--- src/rtl/spim_seq_pkg.sv ---
package spim_seq_pkg;

   // sequencer phases
   typedef enum logic [2:0] {
      PH_IDLE  = 3'd0,
      PH_LEAD  = 3'd1,
      PH_SHIFT = 3'd2,
      PH_TRAIL = 3'd3,
      PH_GAP   = 3'd4
   } phase_e;

endpackage

--- src/rtl/spim_dly_timer.sv ---
// Shared down-counter for lead, trail and gap delays.
// A load value of N keeps expired_o low for N-1 cycles, so the phase lasts N
// cycles; N = 0 wraps to the full range (2**DLY_W cycles).
module spim_dly_timer #(
   parameter int DLY_W = 8
) (
   input  logic             clk_i,
   input  logic             rst_ni,
   input  logic             load_i,
   input  logic [DLY_W-1:0] val_i,
   output logic             expired_o
);
   localparam logic [DLY_W-1:0] ONE = DLY_W'(1);

   logic [DLY_W-1:0] cnt_q;

   always_ff @(posedge clk_i or negedge rst_ni) begin
      if (!rst_ni) begin
         cnt_q <= '0;
      end else if (load_i) begin
         cnt_q <= val_i - ONE;
      end else if (cnt_q != '0) begin
         cnt_q <= cnt_q - ONE;
      end
   end

   assign expired_o = (cnt_q == '0);
endmodule

--- src/rtl/spim_char_ctr.sv ---
// Character index and per-character flags.
module spim_char_ctr #(
   parameter int CNT_W = 16
) (
   input  logic             clk_i,
   input  logic             rst_ni,
   input  logic             clear_i,
   input  logic             step_i,
   input  logic [CNT_W-1:0] tx_num_i,
   input  logic [CNT_W-1:0] rx_num_i,
   output logic             none_o,
   output logic             last_o,
   output logic             tx_zero_o,
   output logic             rx_keep_o
);
   localparam logic [CNT_W-1:0] ONE = CNT_W'(1);

   logic [CNT_W-1:0] idx_q;
   logic [CNT_W-1:0] len;

   assign len       = (tx_num_i > rx_num_i) ? tx_num_i : rx_num_i;
   assign none_o    = (len == '0);
   assign last_o    = (idx_q == (len - ONE));
   assign tx_zero_o = (idx_q >= tx_num_i);
   assign rx_keep_o = (idx_q < rx_num_i);

   always_ff @(posedge clk_i or negedge rst_ni) begin
      if (!rst_ni) begin
         idx_q <= '0;
      end else if (clear_i) begin
         idx_q <= '0;
      end else if (step_i) begin
         idx_q <= idx_q + ONE;
      end
   end
endmodule

--- src/rtl/spim_sel_drive.sv ---
// Per-line select level from the common active state, mask and polarity.
module spim_sel_drive #(
   parameter int NSS = 3
) (
   input  logic           active_i,
   input  logic [NSS-1:0] mask_i,
   input  logic [NSS-1:0] pol_i,
   output logic [NSS-1:0] ss_o
);
   for (genvar i = 0; i < NSS; i++) begin : g_line
      assign ss_o[i] = (active_i & mask_i[i]) ? pol_i[i] : ~pol_i[i];
   end
endmodule

--- src/rtl/spim_txn_seq.sv ---
module spim_txn_seq
   import spim_seq_pkg::*;
#(
   parameter int NSS   = 3,
   parameter int DLY_W = 8,
   parameter int CNT_W = 16
) (
   input  logic             clk_i,
   input  logic             rst_ni,
   input  logic             enable_i,
   input  logic             master_i,
   input  logic             start_set_i,
   input  logic             hold_sel_i,
   input  logic [NSS-1:0]   sel_mask_i,
   input  logic [NSS-1:0]   sel_pol_i,
   input  logic [DLY_W-1:0] lead_dly_i,
   input  logic [DLY_W-1:0] trail_dly_i,
   input  logic [DLY_W-1:0] gap_dly_i,
   input  logic [CNT_W-1:0] tx_num_i,
   input  logic [CNT_W-1:0] rx_num_i,
   input  logic             txq_empty_i,
   input  logic             char_done_i,
   output logic             char_req_o,
   output logic             char_zero_o,
   output logic             char_keep_o,
   output logic [NSS-1:0]   ss_o,
   output logic             start_o,
   output logic             busy_o,
   output logic             ev_ss_on_o,
   output logic             ev_ss_off_o,
   output logic             ev_done_o
);
   // elaboration-time parameter checks
   if (NSS < 1 || NSS > 32) begin : g_bad_nss
      $error("spim_txn_seq: NSS must be 1..32");
   end
   if (DLY_W < 2 || DLY_W > 16) begin : g_bad_dly
      $error("spim_txn_seq: DLY_W must be 2..16");
   end
   if (CNT_W < 1 || CNT_W > 32) begin : g_bad_cnt
      $error("spim_txn_seq: CNT_W must be 1..32");
   end

   phase_e ph_q, ph_d;
   logic   sel_act_q, sel_act_d;
   logic   start_q, start_d;
   logic   ev_on_q, ev_on_d;
   logic   ev_off_q, ev_off_d;
   logic   ev_done_q, ev_done_d;

   logic             tmr_load;
   logic [DLY_W-1:0] tmr_val;
   logic             tmr_exp;
   logic             ctr_clear, ctr_step;
   logic             ctr_none, ctr_last, ctr_zero, ctr_keep;
   logic             run;

   assign run = enable_i & master_i;

   spim_dly_timer #(.DLY_W(DLY_W)) u_tmr (
      .clk_i     (clk_i),
      .rst_ni    (rst_ni),
      .load_i    (tmr_load),
      .val_i     (tmr_val),
      .expired_o (tmr_exp)
   );

   spim_char_ctr #(.CNT_W(CNT_W)) u_ctr (
      .clk_i     (clk_i),
      .rst_ni    (rst_ni),
      .clear_i   (ctr_clear),
      .step_i    (ctr_step),
      .tx_num_i  (tx_num_i),
      .rx_num_i  (rx_num_i),
      .none_o    (ctr_none),
      .last_o    (ctr_last),
      .tx_zero_o (ctr_zero),
      .rx_keep_o (ctr_keep)
   );

   spim_sel_drive #(.NSS(NSS)) u_sel (
      .active_i (sel_act_q),
      .mask_i   (sel_mask_i),
      .pol_i    (sel_pol_i),
      .ss_o     (ss_o)
   );

   always_comb begin
      ph_d      = ph_q;
      sel_act_d = sel_act_q;
      start_d   = start_q;
      ev_on_d   = 1'b0;
      ev_off_d  = 1'b0;
      ev_done_d = 1'b0;
      tmr_load  = 1'b0;
      tmr_val   = lead_dly_i;
      ctr_clear = 1'b0;
      ctr_step  = 1'b0;
      if (!run) begin
         ph_d      = PH_IDLE;
         sel_act_d = 1'b0;
         start_d   = 1'b0;
         ev_off_d  = sel_act_q;
      end else begin
         unique case (ph_q)
            PH_IDLE: begin
               if (start_set_i) begin
                  ph_d      = PH_LEAD;
                  tmr_load  = 1'b1;
                  tmr_val   = lead_dly_i;
                  start_d   = 1'b1;
                  sel_act_d = 1'b1;
                  ev_on_d   = ~sel_act_q;
                  ctr_clear = 1'b1;
               end
            end
            PH_LEAD: begin
               if (tmr_exp) begin
                  if (ctr_none) begin
                     ph_d     = PH_TRAIL;
                     tmr_load = 1'b1;
                     tmr_val  = trail_dly_i;
                  end else begin
                     ph_d = PH_SHIFT;
                  end
               end
            end
            PH_SHIFT: begin
               if (char_done_i) begin
                  ctr_step = 1'b1;
                  if (ctr_last) begin
                     ph_d     = PH_TRAIL;
                     tmr_load = 1'b1;
                     tmr_val  = trail_dly_i;
                  end
               end
            end
            PH_TRAIL: begin
               if (tmr_exp) begin
                  if (!hold_sel_i) begin
                     sel_act_d = 1'b0;
                     ev_off_d  = sel_act_q;
                  end
                  if (!txq_empty_i) begin
                     ph_d     = PH_GAP;
                     tmr_load = 1'b1;
                     tmr_val  = gap_dly_i;
                  end else begin
                     ph_d      = PH_IDLE;
                     start_d   = 1'b0;
                     ev_done_d = 1'b1;
                  end
               end
            end
            PH_GAP: begin
               if (tmr_exp) begin
                  ph_d      = PH_LEAD;
                  tmr_load  = 1'b1;
                  tmr_val   = lead_dly_i;
                  sel_act_d = 1'b1;
                  ev_on_d   = ~sel_act_q;
                  ctr_clear = 1'b1;
               end
            end
            default: ph_d = PH_IDLE;
         endcase
      end
   end

   always_ff @(posedge clk_i or negedge rst_ni) begin
      if (!rst_ni) begin
         ph_q      <= PH_IDLE;
         sel_act_q <= 1'b0;
         start_q   <= 1'b0;
         ev_on_q   <= 1'b0;
         ev_off_q  <= 1'b0;
         ev_done_q <= 1'b0;
      end else begin
         ph_q      <= ph_d;
         sel_act_q <= sel_act_d;
         start_q   <= start_d;
         ev_on_q   <= ev_on_d;
         ev_off_q  <= ev_off_d;
         ev_done_q <= ev_done_d;
      end
   end

   assign char_req_o  = (ph_q == PH_SHIFT);
   assign char_zero_o = char_req_o & ctr_zero;
   assign char_keep_o = char_req_o & ctr_keep;
   assign busy_o      = (ph_q != PH_IDLE);
   assign start_o     = start_q;
   assign ev_ss_on_o  = ev_on_q;
   assign ev_ss_off_o = ev_off_q;
   assign ev_done_o   = ev_done_q;
endmodule

--- config.mk ---
export PLATFORM = sky130hd
export DESIGN_NAME = spim_txn_seq
export DESIGN_NICKNAME = d
export VERILOG_FILES = /design/src/rtl/spim_seq_pkg.sv /design/src/rtl/spim_dly_timer.sv /design/src/rtl/spim_char_ctr.sv /design/src/rtl/spim_sel_drive.sv /design/src/rtl/spim_txn_seq.sv
export SDC_FILE = /design/constraint.sdc
export NUM_CORES = 1
export LEC_CHECK = 0
export BUFFER_PORTS_ARGS = -buffer_cell sky130_fd_sc_hd__buf_2
export CAP_MARGIN = 20
export CORE_MARGIN = 2
export CORE_UTILIZATION = 30
export CTS_CLUSTER_SIZE = 12
export DETAILED_ROUTE_END_ITERATION = 8
export HOLD_SLACK_MARGIN = 0.02
export PLACE_DENSITY = 0.49
export SLEW_MARGIN = 25
export SYNTH_ARGS = -nofsm -noshare
export SYNTH_HDL_FRONTEND = slang
export SYNTH_SLANG_ARGS = --single-unit
--- constraint.sdc ---
create_clock -name clk_i -period 4.25 [get_ports clk_i]
set_clock_uncertainty 0.2 [all_clocks]
set_input_delay 0.85 -clock clk_i [delete_from_list [all_inputs] [get_ports clk_i]]
set_output_delay 0.85 -clock clk_i [all_outputs]
set_load 0.05 [all_outputs]
# == Word-level counts from Yosys, hierarchy flattened ==
# Cells that the tools add are included.
# W data, S select, Z words.
# word_totals
regBits,32
output_inout_bits,11
input_bits,70
elab_cells,113
# classes
eq_ne,15
add_sub_neg,4
order_cmp,3
bitwise,10
n_mux,63
reduce_logical,10
# ops
cell,count
$mux W8,9
$mux W16,3
$mux W1,36
$mux W3,8
$ne A3 B3 Y1 const B,8
$pmux W8 S3,1
$add A16 B1 Y16 const B,1
$eq A16 B16 Y1,1
$ge A16 B16 Y1,1
$gt A16 B16 Y1,1
$logic_not A16 Y1,1
$lt A16 B16 Y1,1
$sub A16 B1 Y16 const B,1
$sub A8 B1 Y8 const B,2
$pmux W3 S5,1
$logic_not A8 Y1,1
$reduce_bool A8 Y1,1
$and A1 B1 Y1,6
$eq A3 B2 Y1 const B,2
$pmux W1 S2,3
$reduce_and A6 Y1,1
$pmux W1 S5,1
$reduce_and A5 Y1,1
$ne A4 B1 Y1 const B,1
9 further kinds,13

# == Logic depth before layout (Yosys ltp) ==
# logic_depth
ltp_word,10
ltp_mapped,31
depth_no_buf,27

# == Hierarchy ==
# From an unflattened synthesis, not the netlist that was laid out.
# hier_totals
cells_unflattened,513
area_unflattened_um2,4184.0
# by_module_without_submodules
module,area_each_um2,cells_each,instances,seq_area_each_um2
spim_char_ctr,2771.4,353,1,400.4
spim_txn_seq,773.2,94,1,200.2
spim_dly_timer,601.8,60,1,200.2
spim_sel_drive,37.5,6,1,0.0

# == Least setup slack after synthesis ==
# OpenSTA, ideal clock, no wires.
# synth_timing
kind,input-to-reg
start,input rx_num_i[8]
end,register u_tmr.cnt_q[7]
setup_ns,0.128
setup_slack_ns,-2.422
path_buffers,4
required_ns,3.922
arrival_time_ns,6.344
cell_stages,28
cell_sequence,clkbuf_1 inv_1 ha_1 nand2_1 nor3_2 nand2_2 o211ai_4 buf_6 nand2_1 a21oi_1 ha_1 clkbuf_1 inv_1 nor4_1 xnor2_1 nor2_1 o211ai_1 o2111ai_1 a2111oi_0 nor4bb_1 and4b_1 buf_4 a21oi_1 nand2b_1 a221o_1 a221o_1 nor3_2 mux2_1
# synth_via
elab_chain_cells,10
elab_cells_between_ends,20
cone_classes,add/sub: 2; order compare: 1; eq/ne: 1; mux: 14; reduce/logical: 2
# synth_rtl
element,line_no,text
start: declaration,spim_txn_seq.sv:20,"input logic [CNT_W-1:0] rx_num_i,"
$gt A16 B16 Y1,spim_char_ctr.sv:21,assign len = (tx_num_i > rx_num_i) ? tx_num_i : rx_num_i;
$mux W16 *,spim_char_ctr.sv:21,
$sub A16 B1 Y16,spim_char_ctr.sv:23,assign last_o = (idx_q == (len - ONE));
$eq A16 B16 Y1,spim_char_ctr.sv:23,
$mux W8,spim_txn_seq.sv:131,if (ctr_last) begin
$mux W8,spim_txn_seq.sv:129,if (char_done_i) begin
$pmux W8 S3,spim_txn_seq.sv:105,unique case (ph_q)
$mux W8,spim_txn_seq.sv:99,if (!run) begin
$sub A8 B1 Y8,spim_dly_timer.sv:21,cnt_q <= val_i - ONE;
$mux W8,spim_dly_timer.sv:20,end else if (load_i) begin
end signal: assignment,spim_dly_timer.sv:21,
end signal: assignment,spim_dly_timer.sv:23,cnt_q <= cnt_q - ONE;
end: declaration,spim_dly_timer.sv:15,logic [DLY_W-1:0] cnt_q;
# Every way passes the cells marked *; elsewhere a longest branch is shown, timed or not.
# A chain may end at the register's enable or synchronous reset.

# == Worst setup path in the final report ==
# layout_timing
start,input rx_num_i[14]
end,register u_tmr.cnt_q[7]
# The elaborated chain is that of the path after synthesis.

==> impl_metrics.py <==
metrics = {
    "timing": {
        "min_period_ns": 5.72,
        "final.setup.worst_slack_ns": -1.47,
        "worst_pin_slew_ns": 0.784,
        "drv_slew": 0,
        "finalCritPeriodShare_pct": 135,
        "max_freq_mhz": 175,
        "hold_violations": 0,
        "tns_ns": -11.77,
        "finalSetupViolations": 11,
        "hold_slack_ns": 0.321,
        "rsz0062_at_grt": "yes",
        "slew-limit-headroom_pct": 47.7,
    },
    "hold_path": {
        "min_from": "sel_act_q",
        "min_to": "ev_ss_on_o",
        "hold_depth": 1,
        "hp-class": "flop to flop",
    },
    "synthesis": {
        "synthCells": 664,
        "yosys.cell_types.count": 74,
        "synth_area_leaders": "dfrtp_1 16%, ha_1 13%, nand2_1 5.1%",
        "yosys.area.top_type": "dfrtp_1",
        "ys_seq_area_share_pct": 16.3,
        "netlist_area_mm2": 0.00490,
        "syn_avg_cell_area_um2": 7.38,
        "synth_edf_count": 0,
        "postSynthNetCount": 785,
        "yosys_warnings": 0,
        "netlist.area_leader.share_pct": 16.3,
        "ys_ff_latch": 32,
        "synthArstFlopShare_pct": 100,
        "ys.flop_type": "dfrtp_1",
    },
    "clock_network": {
        "postCtsHoldBufs": 0,
        "cts_sinks": 32,
        "h-tree-depth": 2,
        "cts_buffers": 5,
        "clk_path_buf_depth": 2,
        "cts-root-buf": "clkbuf_16",
        "clkLatencyLatePin_ns": 0.28,
        "clk_pin_slew_ns": 0.05,
        "cts_tree": "built",
    },
    "worst_setup_path": {
        "arrival_ns": 5.69,
        "slowest_stage": "a221o_1",
        "path_class": "input pin to flop",
        "reg2reg_to": "u_tmr.cnt_q[6]",
        "cp.required_ns": 4.22,
        "start_kind": "input pin",
        "worstPathMaxFanout": 6,
        "max_stage_delay_ns": 0.36,
        "reg2reg_slack_ns": 0.49,
        "cp-startpoint": "rx_num_i[14]",
        "reg2reg_depth": 13,
        "rr_startpoint": "u_tmr.cnt_q[1]",
        "endpoint_kind": "flop",
    },
    "drt": {
        "wire_per_inst_um": 16.7,
        "wirelength_um": 18100,
        "detail_route.first_pass.iterations": 5,
        "vias": 5727,
        "drtAntennaViolNets": 0,
        "route.detailed.drc": 0,
        "vias_per_cell": 5.28,
        "first_iter_violations": 365,
    },
    "placed_design": {
        "placed_cells": 1062,
        "dpl.hpwl_um": 14300,
        "port_buffers": 80,
        "globalplace.congestion": 0.901,
    },
    "floorplan": {
        "die_h_um": 132,
        "ios": 81,
        "die_w_um": 132,
        "placement_rows": 46,
        "initial_core_util_pct": 30.7,
        "die-area_mm2": 0.0174,
        "coreArea_mm2": 0.0159,
    },
    "layout": {
        "final_common_cell": "buf_4",
        "area_growth_pct": 45.6,
        "fillers": 1637,
        "finalNetCount": 989,
        "n_antenna_cell": 0,
        "drive_gt1_share_pct": 36.7,
        "stdcell_count": 1085,
        "final_cell_mix": "148 x buf_4, 74 x buf_2, 62 x nand2_1, 62 x nor2_1, 41 x ha_1",
    },
    "power_and_ir_drop": {
        "powerDensity_mw_per_mm2": 210,
        "ir_worst_vdd_mv": 0.173,
        "p_leak_uw": 0.00340,
    },
    "global_route": {
        "grt_pass1_vias": 5718,
        "grt_max_degree": 33,
        "antenna_found_initial": 0,
        "grt_first_pass_wirelength_um": 28900,
        "overflow": 0,
        "grt_usage_pct": 20.4,
    },
    "outcome": {
        "outcome": "finished with violations",
        "violations": "setup timing",
    },
    "job": {
        "maxCapViolations": 0,
    },
}
-- stage by stage --
step	power [µW]	util, %	cell area, µm²	setup WS (ns)
floorplan	743	-	5060	-1.60
global placement	1020	41.1	6560	-1.82
detailed placement	1030	41.1	6560	-1.94
CTS	1470	43.4	6920	-1.37
global route	1590	44.8	7140	-1.66
finish	1500	44.8	7140	-1.47
-- routing by layer --
layer | track usage [%] | vias to the layer above | wire (µm)
met1 | 25.3 | 2688 | 7880
met5 | 0 | - | 0
met2 | 37.0 | 168 | 9120
met4 | 7.07 | 0 | 471
met3 | 1.58 | 34 | 668
li1 | - | 2837 | -
-- state kept, by name, summed over array words and instances (netlist names) --
name         count
ev_done_o        1
ev_ss_off_o      1
ev_ss_on_o       1
ph_q             3
sel_act_q        1
start_o          1
u_ctr.idx_q     16
u_tmr.cnt_q      8
-- synth_stat cells, types with 10 or more instances --
cell	count
nand4_1	17
o22ai_1	10
ha_1	51
a21oi_1	42
nor2_1	65
o21ai_0	35
nand2_1	66
xor2_1	14
clkbuf_1	22
nand3_1	29
nor3_1	21
dfrtp_1	32
or3_1	14
a21o_1	15
xnor2_1	13
inv_1	40
nor2b_1	16
o211ai_1	14
-- where the power goes --
part / switching (µW) / leakage, µW / total (µW) / internal (µW)
clock network: 132 / 0.0000808 / 408 / 275
registers: 27.2 / 0.000427 / 373 / 345
logic: 372 / 0.00289 / 719 / 347
total: 532 / 0.00340 / 1500 / 968
-- worst max-delay path: cells and delay by family --
family                     cells  cell delay, ns
muxes                          1            0.31
and+or+nand+nor               11            2.13
buffers and inverters          4            0.39
AOI/OAI and AO/OA              7            1.55
adders and majority gates      2            0.45
-- area by class of cell --
type	instances	area, µm²	area share (%)
clock inverters	2	35.0	0.491
flip-flops and latches	32	801	11.2
well taps	216	270	3.79
clock buffers	6	129	1.81
multi-input cells	555	4120	57.7
inverters	41	168	2.35
repair buffers	233	1620	22.7
-- how the worst max path moves through the flow --
stage,end,depth (start not counted)
final,u_tmr.cnt_q[7],25
after global routing,u_tmr.cnt_q[7],25
after CTS,u_tmr.cnt_q[4],26
after detailed placement,u_tmr.cnt_q[7],26
after global placement,u_tmr.cnt_q[7],25
after floorplan,u_tmr.cnt_q[7],27
-- cells by family (layout without fill, tap and decap cells) --
| kind of cell | Yosys count | in the layout | share of synthesized area (%) |
|---|---|---|---|
| DFF | 32 | 32 | 16.3 |
| xor gates and xnor gates | 30 | 30 | 6.20 |
| buffers and inverters | 77 | 282 | 6.81 |
| AOI/OAI and AO/OA | 178 | 178 | 24.8 |
| and+or+nand+nor | 278 | 278 | 28.8 |
| adders and majority gates | 51 | 51 | 13.0 |
| muxes | 18 | 18 | 4.03 |
-- repair_timing --
item,4_1_cts,5_1_grt
gates resized for setup,28,36
pin swaps,32,23
setup buffers,8,7
setup endpoints to repair,11,11
No activity file was read; power rests on OpenSTA's default activity.
